--- config.mk ---
export PLATFORM = sky130hd
export DESIGN_NAME = disc_probe_unit
export DESIGN_NICKNAME = d
export VERILOG_FILES = /design/src/rtl/disc_pkg.sv /design/src/rtl/disc_word_dec.sv /design/src/rtl/disc_probe_regs.sv /design/src/rtl/disc_addr_map.sv /design/src/rtl/disc_reply_ctl.sv /design/src/rtl/disc_probe_unit.sv
export SDC_FILE = /design/constraint.sdc
export NUM_CORES = 1
export LEC_CHECK = 0
export BUFFER_PORTS_ARGS = -buffer_cell sky130_fd_sc_hd__buf_2
export CORE_AREA = 2 2 194 148
export DETAILED_ROUTE_END_ITERATION = 16
export DIE_AREA = 0 0 196 150
export HOLD_SLACK_MARGIN = 0.08
export SLEW_MARGIN = 30
export SYNTH_ARGS = -nofsm -noshare
export SYNTH_HDL_FRONTEND = slang
export SYNTH_HIERARCHICAL = 1
export SYNTH_SLANG_ARGS = --single-unit
--- constraint.sdc ---
create_clock -name clk -period 3.3 [get_ports clk]
set_clock_uncertainty 0.05 [all_clocks]
set_input_delay 0.495 -clock clk [delete_from_list [all_inputs] [get_ports clk]]
set_output_delay 0.495 -clock clk [all_outputs]
set_load 0.02 [all_outputs]
--- src/rtl/disc_pkg.sv ---
package disc_pkg;
   localparam int unsigned WORD_W = 9;
   localparam int unsigned ADDR_W = 8;
   localparam int unsigned IDX_W  = 7;

   localparam logic [7:0] HDR_ENTER = 8'h1E;
   localparam logic [7:0] CMD_ENTER = 8'hFF;
   localparam logic [7:0] DISC_SEL  = 8'hFF;

   typedef enum logic [2:0] {
      DS_IDLE,
      DS_HDR,
      DS_CMD,
      DS_SKIP,
      DS_PROBE
   } dec_state_t;

   typedef struct packed {
      logic             val;
      logic [IDX_W-1:0] idx;
   } probe_t;
endpackage

--- src/rtl/disc_word_dec.sv ---
module disc_word_dec
   import disc_pkg::*;
(
   input  logic              clk,
   input  logic              rst_n,
   input  logic              frame_v,
   input  logic [WORD_W-1:0] word,
   input  logic [ADDR_W-1:0] own_addr,
   input  logic              addr_valid,
   output logic              probe_stb,
   output probe_t            probe,
   output logic              enter_stb,
   output logic              ack_stb
);
   dec_state_t  state_q, state_d;
   logic [3:0]  skip_q, skip_d;
   logic        disc_q, disc_d;
   logic        is_sel;
   logic [7:0]  d;
   logic        listen;

   assign is_sel = word[WORD_W-1];
   assign d      = word[7:0];
   assign listen = disc_q | ~addr_valid;
   assign probe  = probe_t'(d);

   always_comb begin
      state_d   = state_q;
      skip_d    = skip_q;
      disc_d    = disc_q;
      probe_stb = 1'b0;
      enter_stb = 1'b0;
      ack_stb   = 1'b0;
      if (frame_v) begin
         if (is_sel) begin
            if (d == DISC_SEL) begin
               state_d = listen ? DS_PROBE : DS_IDLE;
            end else begin
               disc_d = 1'b0;
               if (addr_valid && d == own_addr) begin
                  state_d = DS_HDR;
                  ack_stb = ~own_addr[ADDR_W-1];
               end else begin
                  state_d = DS_IDLE;
               end
            end
         end else begin
            unique case (state_q)
               DS_PROBE: probe_stb = 1'b1;
               DS_HDR: begin
                  if (d == HDR_ENTER) begin
                     state_d = DS_CMD;
                  end else if (d[7:4] != 4'd0) begin
                     skip_d  = d[7:4];
                     state_d = DS_SKIP;
                  end
               end
               DS_CMD: begin
                  if (d == CMD_ENTER) begin
                     enter_stb = 1'b1;
                     disc_d    = 1'b1;
                  end
                  state_d = DS_HDR;
               end
               DS_SKIP: begin
                  skip_d = skip_q - 4'd1;
                  if (skip_q == 4'd1) state_d = DS_HDR;
               end
               default: ;
            endcase
         end
      end
   end

   always_ff @(posedge clk) begin
      if (!rst_n) begin
         state_q <= DS_IDLE;
         skip_q  <= 4'd0;
         disc_q  <= 1'b0;
      end else begin
         state_q <= state_d;
         skip_q  <= skip_d;
         disc_q  <= disc_d;
      end
   end

   // the enter command leaves the node in discovery mode
   a_r7_enter_sets_mode: assert property (@(posedge clk) disable iff (!rst_n)
      enter_stb |=> disc_q);
   // a select of another address drops discovery mode
   a_r6_other_sel_exits: assert property (@(posedge clk) disable iff (!rst_n)
      (frame_v && is_sel && d != DISC_SEL) |=> !disc_q);
   // skipped payload never reaches the command state
   a_r8_skip_no_enter: assert property (@(posedge clk) disable iff (!rst_n)
      (state_q == DS_SKIP) |-> !enter_stb);
endmodule

--- src/rtl/disc_probe_regs.sv ---
module disc_probe_regs
   import disc_pkg::*;
#(
   parameter int unsigned UID_W      = 96,
   parameter bit          STORE_MASK = 1'b1
) (
   input  logic                        clk,
   input  logic                        rst_n,
   input  logic                        clr,
   input  logic                        probe_stb,
   input  probe_t                      probe,
   input  logic [UID_W-1:0]            uid_i,
   input  logic                        upper_half_i,
   output logic [UID_W+ADDR_W-1:0]     ident,
   output logic                        match_pulse,
   output logic                        addr_valid
);
   localparam int unsigned REG_W = UID_W + ADDR_W;
   localparam int unsigned WR_W  = ADDR_W - 1;

   if (UID_W < 1) begin : g_bad_uid
      $error("disc_probe_regs: UID_W must be at least 1");
   end
   if (REG_W + 1 > (1 << IDX_W)) begin : g_bad_width
      $error("disc_probe_regs: commit index does not fit the probe index field");
   end

   logic [REG_W-1:0] p_q;
   logic [REG_W-1:0] mask;
   logic [REG_W-1:0] pre;
   logic [REG_W-1:0] hit;
   logic [WR_W-1:0]  wr_q;
   logic             valid_q;
   logic             done_q;
   logic             in_range;
   logic             at_commit;
   logic             accept;
   logic             ro_eq;
   logic             commit;
   logic [IDX_W-1:0] lim_idx;
   logic             match;

   assign in_range  = probe.idx < IDX_W'(REG_W);
   assign at_commit = (probe.idx == IDX_W'(REG_W)) && probe.val;
   assign accept    = probe_stb && (in_range || at_commit);
   assign lim_idx   = in_range ? probe.idx : IDX_W'(REG_W - 1);
   assign ident     = {wr_q, upper_half_i, uid_i};
   assign ro_eq     = ident[UID_W:0] == p_q[UID_W:0];
   assign commit    = probe_stb && at_commit && ro_eq;

   for (genvar i = 0; i < REG_W; i++) begin : g_bits
      assign pre[i] = IDX_W'(i) <= lim_idx;
      assign hit[i] = probe_stb && in_range && (probe.idx == IDX_W'(i));
   end

   if (STORE_MASK) begin : g_mask_flat
      logic [REG_W-1:0] mask_q;
      always_ff @(posedge clk) begin
         if (!rst_n || clr) mask_q <= '0;
         else if (accept)   mask_q <= pre;
      end
      assign mask = mask_q;
   end else begin : g_mask_top
      logic [IDX_W-1:0] top_q;
      logic             any_q;
      always_ff @(posedge clk) begin
         if (!rst_n || clr) begin
            top_q <= '0;
            any_q <= 1'b0;
         end else if (accept) begin
            top_q <= lim_idx;
            any_q <= 1'b1;
         end
      end
      for (genvar i = 0; i < REG_W; i++) begin : g_expand
         assign mask[i] = any_q && (IDX_W'(i) <= top_q);
      end
   end

   always_ff @(posedge clk) begin
      if (!rst_n || clr) p_q <= '0;
      else               p_q <= (p_q & ~hit) | (hit & {REG_W{probe.val}});
   end

   always_ff @(posedge clk) begin
      if (!rst_n) begin
         wr_q    <= '1;
         valid_q <= 1'b0;
      end else if (commit) begin
         wr_q    <= p_q[REG_W-1:UID_W+1];
         valid_q <= 1'b1;
      end
   end

   always_ff @(posedge clk) begin
      if (!rst_n || clr) done_q <= 1'b0;
      else               done_q <= accept;
   end

   assign match       = ~|((ident ^ p_q) & mask);
   assign match_pulse = done_q & match;
   assign addr_valid  = valid_q;

   // clearing empties both probe and mask
   a_r7_clear_empties: assert property (@(posedge clk) disable iff (!rst_n)
      clr |=> (p_q == '0 && mask == '0));
   // any accepted probe leaves the lowest mask bit set
   a_r2_mask_low_bit: assert property (@(posedge clk) disable iff (!rst_n)
      (accept && !clr) |=> mask[0]);
   // an address only becomes valid through a commit
   a_r4_valid_from_commit: assert property (@(posedge clk) disable iff (!rst_n)
      $rose(valid_q) |-> $past(commit));
   // writable bits hold unless a commit occurred
   a_r5_wr_hold: assert property (@(posedge clk) disable iff (!rst_n)
      !$past(commit) |-> $stable(wr_q));
endmodule

--- src/rtl/disc_addr_map.sv ---
module disc_addr_map
   import disc_pkg::*;
#(
   parameter int unsigned UID_W = 96
) (
   input  logic [UID_W+ADDR_W-1:0] ident,
   input  logic                    addr_valid,
   output logic [ADDR_W-1:0]       bus_addr
);
   logic [ADDR_W-1:0] raw;

   for (genvar k = 0; k < ADDR_W; k++) begin : g_rev
      assign raw[ADDR_W-1-k] = ident[UID_W+k];
   end

   assign bus_addr = addr_valid ? raw : '1;
endmodule

--- src/rtl/disc_reply_ctl.sv ---
module disc_reply_ctl (
   input  logic clk,
   input  logic rst_n,
   input  logic ack_stb,
   input  logic match_pulse,
   input  logic rx_valid,
   input  logic rx_err,
   output logic echo_pend,
   output logic reply_req,
   output logic err_clr
);
   logic ack_q;
   logic req_d;

   assign req_d = ack_q | match_pulse;

   always_ff @(posedge clk) begin
      if (!rst_n) begin
         ack_q     <= 1'b0;
         reply_req <= 1'b0;
         echo_pend <= 1'b0;
         err_clr   <= 1'b0;
      end else begin
         ack_q     <= ack_stb;
         reply_req <= req_d;
         err_clr   <= echo_pend & rx_err;
         if (req_d)                                echo_pend <= 1'b1;
         else if (echo_pend && (rx_valid || rx_err)) echo_pend <= 1'b0;
      end
   end

   // each reply request lasts one cycle
   a_r3_single_pulse: assert property (@(posedge clk) disable iff (!rst_n)
      reply_req |=> !reply_req);
   // an error clear only follows a pending echo
   a_r10_clr_after_echo: assert property (@(posedge clk) disable iff (!rst_n)
      err_clr |-> $past(echo_pend));
   // the clear is a single pulse
   a_r10_clr_pulse: assert property (@(posedge clk) disable iff (!rst_n)
      err_clr |=> !err_clr);
endmodule

--- src/rtl/disc_probe_unit.sv ---
module disc_probe_unit
   import disc_pkg::*;
#(
   parameter int unsigned UID_W      = 96,
   parameter bit          STORE_MASK = 1'b1
) (
   input  logic              clk,
   input  logic              rst_n,
   input  logic              rx_valid,
   input  logic              rx_err,
   input  logic [8:0]        rx_word,
   input  logic [UID_W-1:0]  uid_i,
   input  logic              upper_half_i,
   output logic              reply_req,
   output logic              err_clr,
   output logic [7:0]        bus_addr
);
   localparam int unsigned REG_W = UID_W + ADDR_W;

   logic              echo_pend;
   logic              frame_v;
   logic              probe_stb;
   probe_t            probe;
   logic              enter_stb;
   logic              ack_stb;
   logic              match_pulse;
   logic              addr_valid;
   logic [REG_W-1:0]  ident;

   assign frame_v = rx_valid & ~echo_pend;

   disc_word_dec u_dec (
      .clk        (clk),
      .rst_n      (rst_n),
      .frame_v    (frame_v),
      .word       (rx_word),
      .own_addr   (bus_addr),
      .addr_valid (addr_valid),
      .probe_stb  (probe_stb),
      .probe      (probe),
      .enter_stb  (enter_stb),
      .ack_stb    (ack_stb)
   );

   disc_probe_regs #(.UID_W(UID_W), .STORE_MASK(STORE_MASK)) u_regs (
      .clk          (clk),
      .rst_n        (rst_n),
      .clr          (enter_stb),
      .probe_stb    (probe_stb),
      .probe        (probe),
      .uid_i        (uid_i),
      .upper_half_i (upper_half_i),
      .ident        (ident),
      .match_pulse  (match_pulse),
      .addr_valid   (addr_valid)
   );

   disc_addr_map #(.UID_W(UID_W)) u_map (
      .ident      (ident),
      .addr_valid (addr_valid),
      .bus_addr   (bus_addr)
   );

   disc_reply_ctl u_reply (
      .clk         (clk),
      .rst_n       (rst_n),
      .ack_stb     (ack_stb),
      .match_pulse (match_pulse),
      .rx_valid    (rx_valid),
      .rx_err      (rx_err),
      .echo_pend   (echo_pend),
      .reply_req   (reply_req),
      .err_clr     (err_clr)
   );

   // an upper-half node never acknowledges a select
   a_r9_no_upper_ack: assert property (@(posedge clk) disable iff (!rst_n)
      ack_stb |-> !upper_half_i);
   // the echo frame is never decoded as a probe
   a_r10_echo_not_decoded: assert property (@(posedge clk) disable iff (!rst_n)
      echo_pend |-> !probe_stb);
endmodule

## After elaboration in Yosys (flattened, before gate mapping)

Index checks and enable logic that the tools add are counted.

| word-level totals | value |
|---|---|
| bits in registers | 229 |
| bits of input ports | 110 |
| output and inout bits | 10 |
| word-level logic and storage cells | 408 |

| cells by class | value |
|---|---|
| add/subtract/negate cells | 1 |
| $lt $le $gt $ge | 105 |
| eq/ne operators | 118 |
| multiplexer cells | 26 |
| bitwise logic cells | 18 |
| reductions and logical operators | 128 |

Operators with widths:

| operator | count |
|---|---|
| $and 104x104->104 | 3 |
| $eq 7x7->1 const B | 41 |
| $le 7x7->1 const A | 40 |
| $eq 7x6->1 const B | 32 |
| $le 6x7->1 const A | 32 |
| $eq 7x5->1 const B | 16 |
| $le 5x7->1 const A | 16 |
| $logic_and 1x1->1 | 111 |
| $not 104->104 | 1 |
| $or 104x104->104 | 1 |
| $reduce_or 104->1 | 1 |
| $xor 104x104->104 | 1 |
| $eq 97x97->1 | 1 |
| $eq 7x4->1 const B | 8 |
| $le 4x7->1 const A | 8 |
| $eq 7x3->1 const B | 4 |
| $le 3x7->1 const A | 4 |
| $mux 3 | 6 |
| $eq 7x2->1 const B | 2 |
| $le 1x7->1 const A | 2 |
| $le 2x7->1 const A | 2 |
| $mux 1 | 14 |
| $pmux 3 s3 | 1 |
| $eq 8x5->1 const B | 1 |
| other kinds (28) | 48 |

## Longest topological paths before layout

| depth | value |
|---|---|
| word-level depth | 9 |
| mapped depth | 10 |
| mapped depth without buffers | 9 |

## Hierarchy

Netlist, hierarchy kept.

By module, submodules not included:

| module | times used | cells each | area each (um^2) | seq. area each (um^2) |
|---|---|---|---|---|
| disc_probe_regs | 1 | 1,410 | 11,265.8 | 4,344.2 |
| disc_word_dec | 1 | 95 | 779.5 | 160.2 |
| disc_reply_ctl | 1 | 9 | 118.9 | 80.1 |
| disc_addr_map | 1 | 8 | 50.0 | 0.0 |
| disc_probe_unit | 1 | 1 | 13.8 | 0.0 |

## Worst setup path after synthesis

No wires, ideal clock.

| timing | value |
|---|---|
| kind | input-to-reg |
| from | input rx_valid |
| to | register u_regs.g_mask_flat.mask_q[33] |
| library setup time | 0.130 ns |
| arrival time | 2.353 ns |
| required time | 3.120 ns |
| path slack | 0.767 ns |
| stages | 10 |
| path buffers | 1 |
| path through | nor2b_4 > nand3_1 > nor3b_1 > and4b_1 > buf_2 > a32oi_1 > nor2_1 > nand2_1 > a211oi_2 > a21oi_1 |

| between the ends | value |
|---|---|
| cells in the longest elaborated chain, start to end | 3 |
| elaborated cells between the ends (all ways) | 5 |
| those cells by class | mux: 2; bitwise: 1; reduce/logical: 2 |

Ends and longest elaborated chain:

| element | line | source |
|---|---|---|
| start, declared | disc_probe_unit.sv:9 | `input logic rx_valid,` |
| $and 1x1->1 | disc_probe_unit.sv:30 | `assign frame_v = rx_valid & ~echo_pend;` |
| $mux 1 | disc_word_dec.sv:34 | `if (frame_v) begin` |
| via probe_stb | disc_probe_unit.sv:22 | `logic probe_stb;` |
| $logic_and 1x1->1 | disc_probe_regs.sv:45 | `assign accept = probe_stb && (in_range \|\| at_commit);` |
| end signal, assigned | disc_probe_regs.sv:60 | `else if (accept) mask_q <= pre;` |
| end, declared | disc_probe_regs.sv:57 | `logic [REG_W-1:0] mask_q;` |

The timed path passes the listed nets, and every way through them passes these cells.
A chain may end at the register's enable or synchronous reset.

==> flow_summary.ini <==
[cts]
cts_tree = built
cts.htree.levels = 1
clk_root_buffer_cell = clkbuf_16
postCtsSetupRepairBufs = 0
cts_sinks = 229
cts_resized = 0
cts_max_path_buffers = 3
cts_buffers = 25
clk-insertion-delay-late_ns = 0.56
hold_buffers = 0
clk_pin_slew_worst_paths_ns = 0.06

[sta]
finalSetupViolCount = 0
min_period_ns = 2.834
rsz0062_at_grt = no
tightestPinTransition_ns = 0.9534
holdWs_ns = 0.1969
timing.fmax_mhz = 352.9
fin_setup_tns_ns = 0
drv_slew = 0
slew_headroom_pct = 36.15
period_share_pct = 85.88
hold_viol = 0

[critical_path]
slowest_delay_ns = 0.65
crit_buf_inv = 2
arrival_ns = 3.21
crit_path_end_kind = flop
cp_slowest_cell = nor3_1
crit_family = simple AND/OR/NAND/NOR gates
crit_fanout = 9
crit_required_ns = 3.67
crit_type = flop to flop
crit_chain = nor2b_4 > nand3_1 > nor3b_1 > buf_4 > nand2_1 > nor3_1 > buf_4 > nand2_1 > mux2i_1 > nor2_1
startpoint_type = flop

[finish]
n_fill_cell = 2727
area_growth_pct = 17.04
nNetsFinal = 1646
stdcell_area_um2 = 13470
drive_gt1_share_pct = 16.89

[power]
vdd_drop_max_mv = 0.4181
power.density_nw_per_um2 = 457.9
seq_power_share_pct = 44.9
power.leakage_nw = 5.306
p_sw_share_pct = 27.39
clkPwrFrac_pct = 45.4
p_switching_w = 0.001689
p_int_w = 0.004478
pwr-share-comb_pct = 9.7

[worst_hold_path]
hold_class = input pin to flop

[global_route]
grt_max_degree = 96
antenna_found_initial = 2
track_usage_pct = 36.01
grt_overflow = 0
grt_first_pass_wirelength_um = 76380
grt_pass1_vias = 10920

[drt]
drtIter0Drc = 1889
routed-via-count = 12190
dr.pass1.iters = 6
drt-total-wl_um = 54290
antenna_left = 0
vias_per_cell = 6.383
remaining_drc_errors = 0
wl_per_cell_um = 28.44

[status]
status = finished, final reports clean

[floorplanning]
die_x_um = 196
die_height_um = 150
num_rows = 53
dieArea_um2 = 29400
io_pins = 120
initial_core_util_pct = 41.71
core-area_um2 = 27590

[run]
drv_cap = 0

[placed_design]
gp_congestion = 1.044
dp_hpwl_um = 39830
numPortBuffers = 119
placed_area_um2 = 12670

[synthesis]
synthesis.area_um2 = 11510
syn_nets = 1539
syn_avg_cell_area_um2 = 8.064
ys.warnings.count = 6
synth_cells = 1427
area by class of cell:
class                           instances  area, um2  share of cell area (%)
Multi-Input combinational cell       1082       6456                   47.94
Sequential cell                       229       4584                   34.04
Timing Repair Buffer                  187       1162                   8.631
Clock buffer                           33      695.7                   5.165
Tap cell                              357      446.7                   3.317
Clock inverter                         11      86.33                  0.6410
Inverter                                9      33.78                  0.2508
Antenna cell                            1      2.502                 0.01858
worst register-to-register path, delay by kind of cell, from the launching register on:
family                 cells  cell delay (ns)
buffers and inverters      2             0.51
DFF                        1             0.34
and+or+nand+nor            7             1.65
muxes                      1             0.16
final timing paths:
check,start,end,slack (ns),depth (start not counted)
worst max-delay path,u_reply/echo_pend,flop,0.47,10
worst min-delay path,rx_err,u_reply/err_clr,0.20,2
worst max register to register,u_reply/echo_pend,flop,0.47,10
worst min register to register,u_regs/g_mask_flat.mask_q[102],u_regs/g_mask_flat.mask_q[102],0.41,2
metrics by stage:
step / std cells / power, W / utilization [%] / setup WS [ns]
floorplan: 1427 / 0.003100 / - / 0.7668
global placement: 1864 / 0.003398 / 45.94 / 0.2052
detailed placement: 1864 / 0.003394 / 45.94 / 0.2327
CTS: 1908 / 0.006134 / 48.78 / 0.5085
global route: 1908 / 0.006283 / 48.81 / 0.3380
finish: 1909 / 0.006166 / 48.82 / 0.4660
cell usage in the layout (no fill, tap or decap), types with 8 or more instances in the layout:
cell type / instances
nand3_1: 103
a21oi_1: 136
a221oi_1: 17
xor2_1: 111
a22oi_1: 18
o21ai_0: 132
nand4_1: 12
dfxtp_1: 229
o211ai_1: 8
mux2i_1: 33
buf_2: 118
a211oi_1: 24
nor3_1: 36
o21ai_1: 8
or2_2: 9
buf_4: 64
a311oi_1: 10
nor2_1: 134
nand2_1: 127
nand2b_1: 16
inv_1: 8
and2_1: 9
nor4_1: 26
a31oi_1: 9
a22o_1: 17
clkbuf_16: 25
clkinv_2: 8
power by group through the flow:
stage               clock [W]  combinational (W)  sequential, W
floorplan                   0           0.000269        0.00283
global route          0.00291           0.000605        0.00277
finish                0.00280           0.000597        0.00277
global placement            0           0.000566        0.00283
detailed placement          0           0.000561        0.00283
CTS                   0.00280           0.000563        0.00277
routing by layer:
metal | global-route usage [%] | share of wire (%)
met2 | 50.09 | 39
met3 | 14.09 | 15
met4 | 10.61 | 3.5
met1 | 50.86 | 42
met5 | 0 | 0.018
No activity file was read; power rests on OpenSTA's default activity.
